## config.mk

```make
export PLATFORM = sky130hd
export DESIGN_NAME = chained_mac_mult
export DESIGN_NICKNAME = d
export VERILOG_FILES = /design/src/rtl/chained_mac_mult_pkg.sv /design/src/rtl/mac_stage.sv /design/src/rtl/sign_correct.sv /design/src/rtl/chained_mac_mult.sv
export SDC_FILE = /design/constraint.sdc
export NUM_CORES = 2
export LEC_CHECK = 0
export BUFFER_PORTS_ARGS = -buffer_cell sky130_fd_sc_hd__buf_2
export CAP_MARGIN = 20
export CORE_ASPECT_RATIO = 0.5
export CORE_UTILIZATION = 50
export DETAILED_ROUTE_END_ITERATION = 10
export GPL_ROUTABILITY_DRIVEN = 0
export PLACE_DENSITY_LB_ADDON = 0.2
export SLEW_MARGIN = 20
export SYNTH_ARGS = -nofsm -noshare
export SYNTH_HDL_FRONTEND = slang
export SYNTH_SLANG_ARGS = --single-unit
```

## constraint.sdc

```tcl
create_clock -name vclk -period 25.9
set_clock_uncertainty 0.05 [all_clocks]
set_input_delay 1.295 -clock vclk [all_inputs]
set_output_delay 1.295 -clock vclk [all_outputs]
set_load 0.02 [all_outputs]
```

## src/rtl/chained_mac_mult_pkg.sv

```systemverilog
// Package: shared widths for the chained multiplier.
// Assumes operands are split into exactly two equal halves.
package chained_mac_mult_pkg;
    parameter int HALF_W = 16;
    parameter int OP_W   = 2 * HALF_W;
    parameter int PROD_W = 2 * OP_W;
    parameter int SUM_W  = OP_W + 1;
endpackage

```

## src/rtl/mac_stage.sv

```systemverilog
// mac_stage: one multiply-accumulate stage. Forms mul_a*mul_b plus addend
// and returns the sum one bit wider than the addend, the top bit being the
// carry. Purely combinational; assumes unsigned inputs.
module mac_stage #(
    parameter int HW = 16,
    localparam int AW = 2 * HW,
    localparam int SW = AW + 1
) (
    input  logic [HW-1:0] mul_a,
    input  logic [HW-1:0] mul_b,
    input  logic [AW-1:0] addend,
    output logic [SW-1:0] sum
);
    logic [SW-1:0] product;

    // Widen and multiply, then accumulate the addend.
    always_comb begin
        product = SW'(mul_a) * SW'(mul_b);
        sum     = product + SW'(addend);
    end
endmodule

```

## src/rtl/sign_correct.sv

```systemverilog
// sign_correct: turns the unsigned upper product word into the signed,
// mixed or unsigned upper word. For every operand flagged signed with its
// top bit set, the other operand is subtracted (the effect of its all-ones
// sign extension). Assumes the wrap above bit 63 is discarded.
module sign_correct #(
    parameter int OW = 32
) (
    input  logic [OW-1:0] upper_raw,
    input  logic [OW-1:0] op_a,
    input  logic [OW-1:0] op_b,
    input  logic          a_signed,
    input  logic          b_signed,
    output logic [OW-1:0] upper_fixed
);
    logic [OW-1:0] term [2];
    logic [1:0]    neg;
    logic [OW-1:0] other [2];

    assign neg      = {b_signed & op_b[OW-1], a_signed & op_a[OW-1]};
    assign other[0] = op_b;
    assign other[1] = op_a;

    for (genvar k = 0; k < 2; k++) begin : g_term
        // Select the amount to subtract for operand k.
        always_comb term[k] = neg[k] ? other[k] : '0;
    end

    // Apply both subtractions modulo 2^OW.
    always_comb upper_fixed = upper_raw - term[0] - term[1];
endmodule

```

## src/rtl/chained_mac_mult.sv

```systemverilog
// chained_mac_mult: 32x32 to 64-bit multiplier built from four chained
// multiply-accumulate stages, with per-operand signedness. Combinational;
// assumes settled inputs. No clock or reset is used.
module chained_mac_mult
    import chained_mac_mult_pkg::*;
(
    input  logic [OP_W-1:0]   a_i,
    input  logic [OP_W-1:0]   b_i,
    input  logic              a_signed,
    input  logic              b_signed,
    output logic [PROD_W-1:0] prod_o
);
    logic [HALF_W-1:0] al, ah, bl, bh;
    logic [SUM_W-1:0]  s0_sum, s1_sum, s2_sum, s3_sum;
    logic [OP_W-1:0]   s1_add, s3_add, upper_fixed;

    // Split operands into halves.
    always_comb begin
        al = a_i[HALF_W-1:0];
        ah = a_i[OP_W-1:HALF_W];
        bl = b_i[HALF_W-1:0];
        bh = b_i[OP_W-1:HALF_W];
    end

    // Forward high parts into the next accumulate inputs.
    always_comb begin
        s1_add = OP_W'(s0_sum[OP_W-1:HALF_W]);
        s3_add = OP_W'(s2_sum[SUM_W-1:HALF_W]);
    end

    mac_stage #(.HW(HALF_W)) u_ll (.mul_a(al), .mul_b(bl), .addend('0),            .sum(s0_sum));
    mac_stage #(.HW(HALF_W)) u_hl (.mul_a(ah), .mul_b(bl), .addend(s1_add),        .sum(s1_sum));
    mac_stage #(.HW(HALF_W)) u_lh (.mul_a(al), .mul_b(bh), .addend(s1_sum[OP_W-1:0]), .sum(s2_sum));
    mac_stage #(.HW(HALF_W)) u_hh (.mul_a(ah), .mul_b(bh), .addend(s3_add),        .sum(s3_sum));

    sign_correct #(.OW(OP_W)) u_fix (
        .upper_raw  (s3_sum[OP_W-1:0]),
        .op_a       (a_i),
        .op_b       (b_i),
        .a_signed   (a_signed),
        .b_signed   (b_signed),
        .upper_fixed(upper_fixed)
    );

    // Assemble the 64-bit product from the stage outputs.
    always_comb prod_o = {upper_fixed, s2_sum[HALF_W-1:0], s0_sum[HALF_W-1:0]};
endmodule

```

==> results.json <==
{
  "synth_xor_xnor_area_share": 0.0292,
  "cp_slowest_cell": "a2111oi_1",
  "post_drt_via_cell_ratio": 5.29,
  "avgSynthCellArea_um2": 8.69,
  "grt_max_degree": 35,
  "netlist_area_um2": 37200,
  "drive_gt1_frac": 0.0367,
  "yosys.area.top_type": "fa_1",
  "core_area_um2": 73400,
  "place_ws_ps": 4070,
  "crit_start": "a_i[9]",
  "setup_violations": 0,
  "seq_cells": 0,
  "via_count": 27500,
  "worst_ep_arrival_time_ps": 20680,
  "max_freq_ghz": 0.0454,
  "wl_mm": 94.6,
  "maxCapViolations": 0,
  "ant_nets": 0,
  "portBuffers": 130,
  "clkbuf_count": 0,
  "yosysWarnings": 0,
  "setup_tns_ps": 0,
  "slew_headroom": 0.304,
  "critPathCaptureType": "primary output",
  "synth_mux_area_frac": 0,
  "hold_violations": 0,
  "synth_area_leaders": "fa_1 48%, ha_1 15%, inv_1 11%",
  "synth_compound_area_frac": 0.0492,
  "synth_adder_area_share": 0.632,
  "rows": 70,
  "ys_seq_area_frac": 0,
  "startpoint_type": "input port",
  "dpl_cell_area_um2": 38500,
  "area_growth_syn_to_layout_pct": 3.28,
  "worstMarginPinSlew_ps": 1040,
  "setup.worst_path.class": "input port to primary output",
  "rsz0062_at_grt": "false",
  "grt_use_total": 0.261,
  "worst_hold_slack_ps": 3290,
  "drv_slew": 0,
  "ctsHoldBuffers": 0,
  "synth_top_area_share": 0.484,
  "start_util": 0.507,
  "path_max_fanout": 33,
  "grt_pass1_wl_mm": 158,
  "cts.repair.resized": 0,
  "setup_ws_ps": 3870,
  "hp-start": "a_i[0]",
  "antenna_found_initial": 1,
  "fin_crit_ps": 22030,
  "fin_crit_sh": 0.851,
  "final_cell_area_um2": 38500,
  "post-cts-setup-buffers": 0,
  "status": "completed",
  "overflow": 0,
  "syn_nets": 5693,
  "nets": 5636,
  "crit_path_max_incr_delay_ps": 900,
  "ioPinCount": 130,
  "min_path_type": "input port to primary output",
  "hpwl_mm": 72.0,
  "dieArea_um2": 75600,
  "required_ps": 24560,
  "drc": 0,
  "dieHeight_um": 195,
  "drt_first_iter_violations": 1497,
  "synthCells": 4287,
  "mostFrequentLayoutCells": "1065 x inv_1, 900 x fa_1, 715 x nand2_1",
  "synth_top_family_by_area": "adder cells",
  "grt_pass1_vias": 29800,
  "yosys.area_share.simple": 0.162,
  "seq_area_um2": 0,
  "die_x_um": 388,
  "post_drt_wl_per_cell_um": 18.2,
  "synth_cell_types": 58,
  "first_pass_iters": 5,
  "layout_commonest_cell": "inv_1",
  "crit_top_cell": "fa_1"
}
-- logic make-up (layout without fill, tap and decap cells) --
| family | after synthesis | in the layout |
|---|---|---|
| AO/OA/AOI/OAI | 283 | 283 |
| XOR/XNOR | 124 | 124 |
| adder cells (fa/ha/maj) | 1340 | 1340 |
| buffers and inverters | 1270 | 1211 |
| other | 0 | 2 |
| AND/OR/NAND/NOR | 1270 | 1270 |
-- worst max-delay path: cells and delay by family --
| family | cells | cell delay, ps |
|---|---|---|
| AO/OA/AOI/OAI | 21 | 5570 |
| XOR/XNOR | 4 | 900 |
| adder cells (fa/ha/maj) | 22 | 9770 |
| buffers and inverters | 11 | 1360 |
| AND/OR/NAND/NOR | 6 | 1790 |
-- Yosys cell counts, types with 2 or more instances --
cell type,instances
a21o_1,52
o2111ai_1,4
a21oi_2,2
xnor2_1,93
a221oi_1,5
ha_1,440
o21ai_0,16
nand4_1,7
a211oi_1,5
a41oi_1,3
and2_1,430
a21oi_1,99
o221ai_1,2
nor2b_1,14
o21bai_1,14
nand2b_1,11
o31ai_1,2
a31oi_1,9
nor3b_1,2
o21a_1,11
o21ai_2,3
a221o_1,3
o22a_1,2
o21ai_1,27
inv_1,1065
o211ai_1,3
nor3_1,5
clkbuf_1,200
and4_1,3
fa_1,900
nand2_1,715
nor2_1,45
and3b_1,2
and3_1,10
nor4_1,4
xor2_1,31
buf_1,5
a211o_1,3
or3_1,2
nand3_1,19
a2111oi_1,2
-- area by class of cell --
type               instances  area (µm²)
fillers                 6991       34900
diodes                     2        5.00
well taps                972        1220
multi-input cells       3017       32500
inverters               1065        4000
repair buffers           146         771
-- path summary, 6_finish.rpt --
| path | end | depth (start not counted) |
|---|---|---|
| worst min-delay path | prod_o[0] | 4 |
| worst max-delay path | prod_o[63] | 64 |
-- layer usage --
metal | routed length (µm) | GRT usage | share of wire
met4 | 2580 | 0.0673 | 0.027
met1 | 40700 | 0.356 | 0.43
met2 | 46100 | 0.448 | 0.49
met3 | 5190 | 0.0254 | 0.055
met5 | 0 | 0 | 0
-- stage by stage --
stage	utilization	std cells
6_report	0.524	5202
5_1_grt	0.524	5201
3_5_place_dp	0.524	5200
3_3_place_gp	0.524	5200
2_1_floorplan	-	4287
4_1_cts	0.524	5200
